File: src/rtl/page_stage_pkg.sv
package page_stage_pkg;
  localparam int unsigned BYTE_W = 8;
  typedef logic [BYTE_W-1:0] byte_t;
endpackage

File: src/rtl/page_stage_ctrl.sv
module page_stage_ctrl #(
  parameter int unsigned PAGE_BYTES = 256,
  localparam int unsigned AW = $clog2(PAGE_BYTES),
  localparam int unsigned CW = AW + 1
) (
  input  logic          clk_i,
  input  logic          rst_ni,
  input  logic          push_i,
  input  logic          pop_i,
  input  logic          flush_i,
  output logic          wr_fire_o,
  output logic [AW-1:0] wr_ptr_o,
  output logic [AW-1:0] rd_ptr_o,
  output logic [CW-1:0] count_o
);
  logic [AW-1:0] wr_q, rd_q;
  logic [CW-1:0] cnt_q, cnt_d;
  logic push_ok, pop_ok, full, drop, rd_adv;

  assign full    = (cnt_q == CW'(PAGE_BYTES));
  assign push_ok = push_i & ~flush_i;
  assign pop_ok  = pop_i & (cnt_q != '0) & ~flush_i;
  // full page: new byte evicts oldest unless a pop already makes room
  assign drop    = push_ok & full & ~pop_ok;
  assign rd_adv  = pop_ok | drop;
  assign cnt_d   = cnt_q + CW'(push_ok) - CW'(rd_adv);

  always_ff @(posedge clk_i or negedge rst_ni) begin
    if (!rst_ni) begin
      wr_q  <= '0;
      rd_q  <= '0;
      cnt_q <= '0;
    end else if (flush_i) begin
      wr_q  <= '0;
      rd_q  <= '0;
      cnt_q <= '0;
    end else begin
      if (push_ok) wr_q <= wr_q + 1'b1;
      if (rd_adv)  rd_q <= rd_q + 1'b1;
      cnt_q <= cnt_d;
    end
  end

  assign wr_fire_o = push_ok;
  assign wr_ptr_o  = wr_q;
  assign rd_ptr_o  = rd_q;
  assign count_o   = cnt_q;
endmodule

File: src/rtl/page_stage_mem.sv
module page_stage_mem
  import page_stage_pkg::*;
#(
  parameter int unsigned PAGE_BYTES = 256,
  localparam int unsigned AW = $clog2(PAGE_BYTES)
) (
  input  logic          clk_i,
  input  logic          rst_ni,
  input  logic          we_i,
  input  logic [AW-1:0] wr_ptr_i,
  input  byte_t         wr_data_i,
  input  logic [AW-1:0] rd_ptr_i,
  output byte_t         rd_data_o
);
  byte_t slot_q [PAGE_BYTES];

  for (genvar i = 0; i < PAGE_BYTES; i++) begin : g_slot
    always_ff @(posedge clk_i or negedge rst_ni) begin
      if (!rst_ni)                                  slot_q[i] <= '0;
      else if (we_i && (wr_ptr_i == AW'(i)))        slot_q[i] <= wr_data_i;
    end
  end

  assign rd_data_o = slot_q[rd_ptr_i];
endmodule

File: src/rtl/page_stage_buf.sv
module page_stage_buf
  import page_stage_pkg::*;
#(
  parameter int unsigned PAGE_BYTES = 256,
  localparam int unsigned AW = $clog2(PAGE_BYTES),
  localparam int unsigned CW = AW + 1
) (
  input  logic          clk_i,
  input  logic          rst_ni,
  input  logic          wr_en_i,
  input  logic          shift_i,
  input  logic [7:0]    data_i,
  input  logic          flush_i,
  input  logic          pop_i,
  output logic [7:0]    rd_data_o,
  output logic          rd_valid_o,
  output logic [CW-1:0] count_o,
  output logic          empty_o
);
  logic          wr_fire;
  logic [AW-1:0] wr_ptr, rd_ptr;
  logic [CW-1:0] cnt;
  byte_t         head;

  page_stage_ctrl #(.PAGE_BYTES(PAGE_BYTES)) u_ctrl (
    .clk_i     (clk_i),
    .rst_ni    (rst_ni),
    .push_i    (wr_en_i & shift_i),
    .pop_i     (pop_i),
    .flush_i   (flush_i),
    .wr_fire_o (wr_fire),
    .wr_ptr_o  (wr_ptr),
    .rd_ptr_o  (rd_ptr),
    .count_o   (cnt)
  );

  page_stage_mem #(.PAGE_BYTES(PAGE_BYTES)) u_mem (
    .clk_i     (clk_i),
    .rst_ni    (rst_ni),
    .we_i      (wr_fire),
    .wr_ptr_i  (wr_ptr),
    .wr_data_i (data_i),
    .rd_ptr_i  (rd_ptr),
    .rd_data_o (head)
  );

  assign rd_data_o  = head;
  assign count_o    = cnt;
  assign empty_o    = (cnt == '0);
  assign rd_valid_o = ~empty_o;
endmodule

File: config.mk
export PLATFORM = sky130hd
export DESIGN_NAME = page_stage_buf
export DESIGN_NICKNAME = d
export VERILOG_FILES = /design/src/rtl/page_stage_pkg.sv /design/src/rtl/page_stage_ctrl.sv /design/src/rtl/page_stage_mem.sv /design/src/rtl/page_stage_buf.sv
export SDC_FILE = /design/constraint.sdc
export NUM_CORES = 2
export LEC_CHECK = 0
export BUFFER_PORTS_ARGS = -buffer_cell sky130_fd_sc_hd__buf_2
export CORE_ASPECT_RATIO = 2
export CORE_MARGIN = 1
export CORE_UTILIZATION = 55
export CTS_CLUSTER_DIAMETER = 30
export DETAILED_ROUTE_END_ITERATION = 12
export GPL_ROUTABILITY_DRIVEN = 1
export PLACE_DENSITY = 0.72
export SYNTH_ARGS = -nofsm -noshare
export SYNTH_HDL_FRONTEND = slang
export SYNTH_SLANG_ARGS = --single-unit
File: constraint.sdc
create_clock -name clk_i -period 7 [get_ports clk_i]
set_clock_uncertainty 0.2 [all_clocks]
set_input_delay 0 -clock clk_i [delete_from_list [all_inputs] [get_ports clk_i]]
set_output_delay 0 -clock clk_i [all_outputs]
set_load 0.005 [all_outputs]
# [Word level (Yosys, flattened, before mapping)]
# Cells that the tools add are included.
[totals] regBits=2073 out_inout_bits=19
[op_classes] order_cmp=1 mux=8 n_reduce_logical=261 n_eq_ne=256 n_bitwise=11 add_sub_neg=4
[op_table] cell="$eq A8 B8 Y1 const B" count=128
[op_table] cell="$eq A8 B7 Y1 const B" count=64
[op_table] cell="$eq A8 B6 Y1 const B" count=32
[op_table] cell="$logic_and A1 B1 Y1" count=256
[op_table] cell="$eq A8 B5 Y1 const B" count=16
[op_table] cell="$bmux W8 S8" count=1
[op_table] cell="$eq A8 B4 Y1 const B" count=8
[op_table] cell="$mux W8" count=6
[op_table] cell="$eq A8 B3 Y1 const B" count=4
[op_table] cell="$add A8 B1 Y8 const B" count=2
[op_table] cell="$eq A8 B2 Y1 const B" count=2
[op_table] cell="$add A9 B1 Y9" count=1
[op_table] cell="$eq A9 B9 Y1 const B" count=1
[op_table] cell="$ge A9 B9 Y1 const B" count=1
[op_table] cell="$logic_not A9 Y1" count=1
[op_table] cell="$mux W9" count=1
[op_table] cell="$not A8 Y9" count=1
[op_table] cell="$reduce_bool A9 Y1" count=1
[op_table] cell="$sub A9 B1 Y9" count=1
[op_table] cell="$eq A8 B1 Y1 const B" count=1
[op_table] cell="$logic_not A8 Y1" count=1
[op_table] cell="$and A1 B1 Y1" count=6
[op_table] cell="$reduce_bool A2 Y1" count=2
[op_table] cell="$not A1 Y1" count=3
[op_table] cell="$or A1 B1 Y1" count=1

# [Longest topological paths before layout]
[logic_depth] depth_word=8 ltp_mapped=17

# [Cells and area by module]
# A second synthesis with hierarchy kept.
[unflattened] cells_unflattened=6146 hier_area_um2=94944.8
[modules_own_cells] module="page_stage_mem" seq_area_each_um2=51249.2 cells_each=5980 n_inst=1 area_per_inst_um2=93359.5
[modules_own_cells] module="page_stage_ctrl" seq_area_each_um2=625.6 cells_each=160 n_inst=1 area_per_inst_um2=1546.5
[modules_own_cells] module="page_stage_buf" seq_area_each_um2=0.0 cells_each=6 n_inst=1 area_per_inst_um2=38.8

# [Worst setup path after synthesis]
# OpenSTA, ideal clock, no wires.
[synth_timing] kind="flip-flop to flip-flop" from="register u_ctrl.cnt_q[4], in the netlist u_ctrl.count_o[4]" to="register u_ctrl.cnt_q[8], in the netlist u_ctrl.count_o[8]" path_stages_with_launch=18 arrival_ns=3.239 required_ns=6.668 setup_time_ns=0.132 path_slack_ns=3.429 period_less_slack_ns=3.571 cell_sequence="dfrtp_1 > inv_1 > ha_1 > nand4b_1 > nor2_1 > a21oi_1 > nor3_1 > ha_1 > inv_1 > ha_1 > fa_1 > a21oi_1 > o21bai_1 > a21oi_1 > o21bai_1 > a31o_2 > xnor2_1 > nor2_1"
[synth_between] elab_chain_cells=8 word_cells_on_any_way=11 cone_classes="2 x add/sub; 1 x eq/ne; 1 x mux; 6 x bitwise; 1 x reduce/logical"
[synth_lines] element="from (decl)" line="page_stage_ctrl.sv:17" source="logic [CW-1:0] cnt_q, cnt_d;"
[synth_lines] element="from (signal assigned)" line="page_stage_ctrl.sv:40" source="cnt_q <= cnt_d;"
[synth_lines] element="$reduce_bool A9 Y1" line="page_stage_ctrl.sv:22" source="assign pop_ok = pop_i & (cnt_q != '0) & ~flush_i;"
[synth_lines] element="$and A1 B1 Y1 (2 in series)" line="page_stage_ctrl.sv:22"
[synth_lines] element="$not A1 Y1" line="page_stage_ctrl.sv:24" source="assign drop = push_ok & full & ~pop_ok;"
[synth_lines] element="$and A1 B1 Y1" line="page_stage_ctrl.sv:24"
[synth_lines] element="$or A1 B1 Y1" line="page_stage_ctrl.sv:25" source="assign rd_adv = pop_ok | drop;"
[synth_lines] element="$sub A9 B1 Y9 (*)" line="page_stage_ctrl.sv:26" source="assign cnt_d = cnt_q + CW'(push_ok) - CW'(rd_adv);"
[synth_lines] element="$mux W9 (*)" line="page_stage_ctrl.sv:33" source="end else if (flush_i) begin"
# Every way passes the cells marked *; elsewhere a longest branch is shown, timed or not.
# A chain may end at the register's enable or synchronous reset.

# [Worst setup path in the final report]
[layout_timing] from="register u_ctrl.rd_q[0], in the netlist u_ctrl.rd_ptr_o[0]" to="output rd_data_o[3]"
[layout_between] elab_chain_cells=4
[layout_lines] element="from (decl)" line="page_stage_ctrl.sv:16" source="logic [AW-1:0] wr_q, rd_q;"
[layout_lines] element="from (signal assigned)" line="page_stage_ctrl.sv:39" source="if (rd_adv) rd_q <= rd_q + 1'b1;"
[layout_lines] element="$not A8 Y9 (not written as such)" line="page_stage_mem.sv:24" source="assign rd_data_o = slot_q[rd_ptr_i];"
[layout_lines] element="$bmux W8 S8" line="page_stage_mem.sv:24"
[layout_lines] element="$mux W8 (not written as such) (2 in series)" line="page_stage_mem.sv:24"
[layout_lines] element="to (decl)" line="page_stage_buf.sv:15" source="output logic [7:0] rd_data_o,"
# No other way between the ends. The select of a mux whose other input is x is not followed.

==> results_dict.tcl <==
set metrics [dict create \
    setup_ws_ns 1.30 \
    tightestPinTransition_ns 1.40 \
    max_freq_mhz 175 \
    fin_setup_tns_ns 0 \
    cp-start-kind "register" \
    clk_pin_slew_ns 0.07 \
    place_hpwl_um 181000 \
    ir_worst_vdd_uv 188 \
    fin_nets 6183 \
    first_global_vias 61100 \
    period_needed_ns 5.70 \
    core_area_sq_um 171000 \
    layout.cells.most_common "dfrtp_1" \
    status "finished clean" \
    required_ns 6.80 \
    grt_start_max_net_pins 186 \
    grt_first_pass_wirelength_um 419000 \
    worstPathCellList "buf_12 -> or3b_2 -> o22ai_1 -> a211oi_1 -> a21oi_1 -> a211oi_1 -> o32ai_1 -> buf_2" \
    cts_setup_buffers 0 \
    cts_resized 0 \
    route.detailed.drc 0 \
    slowest_stage "o32ai_1" \
    yosysUniqueCellTypes 65 \
    crit_fanout 59 \
    hold_ws_ns 0.0664 \
    clock_latency_ns 0.87 \
    grt-ovfl-total 0 \
    crit_path_end_kind "primary output" \
    arrival_ns 5.50 \
    maxSlewHeadroom_pct 6.53 \
    rows 215 \
    cts_tree "done" \
    rsz0062_at_grt "no" \
    cap_violations 0 \
    hp-class "input port to register" \
    mostFrequentLayoutCells "dfrtp_1 (2,067), mux2_2 (2,051), mux4_2 (448), clkbuf_16 (248), mux2i_1 (165)" \
    io_buffers 32 \
    drtIter0Drc 4722 \
    setup_viol 0 \
    cpPeakStageDelay_ns 0.95 \
    place_area_sq_um 97100 \
    postSynthAreaPerCell_sq_um 15.3 \
    min_period_over_period_pct 81.4 \
    htreeDepth 4 \
    place_congestion 0.987 \
    ys.flop_type "dfrtp_1" \
    async_reset_ff_share_pct 100 \
    fillCellCount 12600 \
    clockRootBuffer "clkbuf_16" \
    vias 56900 \
    clock_path_buffers 4 \
    yosysWarnings 0 \
    synth.net_count 6213 \
    vias_per_cell 6.58 \
    fp.dieW_um 296 \
    synth_enable_flop_cells 0 \
    cp_common_cell "a211oi_1" \
    dr.pass1.iters 6 \
    drv_slew 0 \
    synth_cells 6181 \
    syn_to_final_growth_pct 11.6 \
    yosys_register_bits 2073 \
    wire_per_inst_um 32.5 \
    grtUsageTotal_pct 33.0 \
    drt-total-wl_um 281000 \
    dieArea_sq_um 174000 \
    antenna_found_initial 13 \
    cts_buffers 247 \
    fin_area_sq_um 106000 \
    p_per_area_nw_per_um2 259 \
    leakage_nw 49.9 \
    post-place-ws_ns 2.35 \
    hold_viol_final 0 \
    drive_above_1_share_pct 51.1 \
    start_util_pct 55.4 \
    worst-setup-path-type "register to primary output" \
    ioPinCount 33 \
    die_h_um 589 \
    synth_seq_area_share_pct 54.7 \
    clock-sinks 2073 \
    syn_area_sq_um 94900 \
    drtAntennaViolNets 0 \
]
where the power goes:
part	internal (mW)	leakage, nW	switching (mW)	total [mW]
Clock	7.87	4.16	5.46	13.3
Combinational	0.675	16.8	1.29	1.97
Sequential	12.0	28.9	0.0621	12.1
registers in the layout, indices dropped and copies added (netlist names):
signal and count:
u_ctrl.count_o 9, u_ctrl.rd_ptr_o 8, u_ctrl.wr_ptr_o 8, u_mem.slot_q 2048
cells by family after synthesis:
| group | after synthesis | share of synthesized area (%) |
|---|---|---|
| mux | 2672 | 36.9 |
| flops | 2073 | 54.7 |
| simple gates | 531 | 2.68 |
| buf+inv | 483 | 2.40 |
| compound gates | 382 | 2.83 |
| xor+xnor | 22 | 0.203 |
| fa+ha+maj | 18 | 0.245 |
worst max-delay path, delay by kind of cell (launching register included):
kind | cells | cell delay (ns)
AO/OA/AOI/OAI | 5 | 2.29
flip-flops | 1 | 0.83
buffers and inverters | 2 | 0.71
AND/OR/NAND/NOR | 1 | 0.70
cell type report:
cell class	count	area (sq um)	area share, %
sequential	2073	51900	49.0
clock buffer	290	6600	6.24
antenna	2	5.00	0.00473
tap	2278	2850	2.69
inverter	20	77.6	0.0733
multi-input combinational	3625	40800	38.5
clock inverter	164	1950	1.84
timing repair buffer	184	1700	1.60
metal layers:
layer / GRT usage (%) / part of all wire [%] / up-vias
met4: 22.2 / 8.0 / 12
met2: 53.8 / 50 / 2137
met5: 0.308 / 0.052 / -
li1: - / - / 23000
met3: 6.52 / 6.5 / 845
met1: 39.4 / 36 / 30900
synthesized netlist by cell type (32+ instances only):
cell type / count / area, sq um
a211oi_1: 32 / 240
a21oi_1: 70 / 350
a221oi_1: 46 / 403
a22oi_1: 89 / 668
buf_2: 75 / 375
clkbuf_1: 317 / 1190
dfrtp_1: 2073 / 51900
mux2_2: 2051 / 23100
mux2i_1: 165 / 1650
mux4_2: 448 / 10100
nand2_1: 159 / 597
nor2_1: 130 / 488
nor2_2: 109 / 682
o21ai_0: 44 / 220
metrics by stage:
| step | instances | power (mW) | utilization, % |
|---|---|---|---|
| 2_1_floorplan | 6181 | 13.6 | - |
| 3_3_place_gp | 8163 | 14.3 | 56.7 |
| 3_5_place_dp | 8163 | 14.3 | 56.7 |
| 4_1_cts | 8634 | 27.6 | 61.8 |
| 5_1_grt | 8635 | 28.2 | 61.8 |
| 6_report | 8636 | 27.4 | 61.8 |
path summary, 6_finish.rpt:
| check | slack [ns] | endpoint | startpoint | cells past startpoint |
|---|---|---|---|---|
| max in group asynchronous | 4.81 | u_mem.slot_q[665]$_DFFE_PN0P_ | rst_ni | 5 |
| min reg2reg | 0.30 | u_mem.slot_q[855]$_DFFE_PN0P_ | u_mem.slot_q[855]$_DFFE_PN0P_ | 1 |
| min in group asynchronous | 0.21 | u_mem.slot_q[15]$_DFFE_PN0P_ | rst_ni | 4 |
| max | 1.30 | rd_data_o[3] | u_ctrl.rd_ptr_o[0]$_DFFE_PN0P_ | 8 |
| max reg2reg | 2.69 | u_mem.slot_q[476]$_DFFE_PN0P_ | u_ctrl.wr_ptr_o[5]$_DFFE_PN0P_ | 4 |
| min | 0.07 | u_ctrl.wr_ptr_o[0]$_DFFE_PN0P_ | flush_i | 3 |
repair_timing:
item,in CTS,in global routing
endpoints found under the setup margin,0,0
hold endpoints to repair,1449,0
hold buffers,17,0
Power figures use the tool's default switching activity.
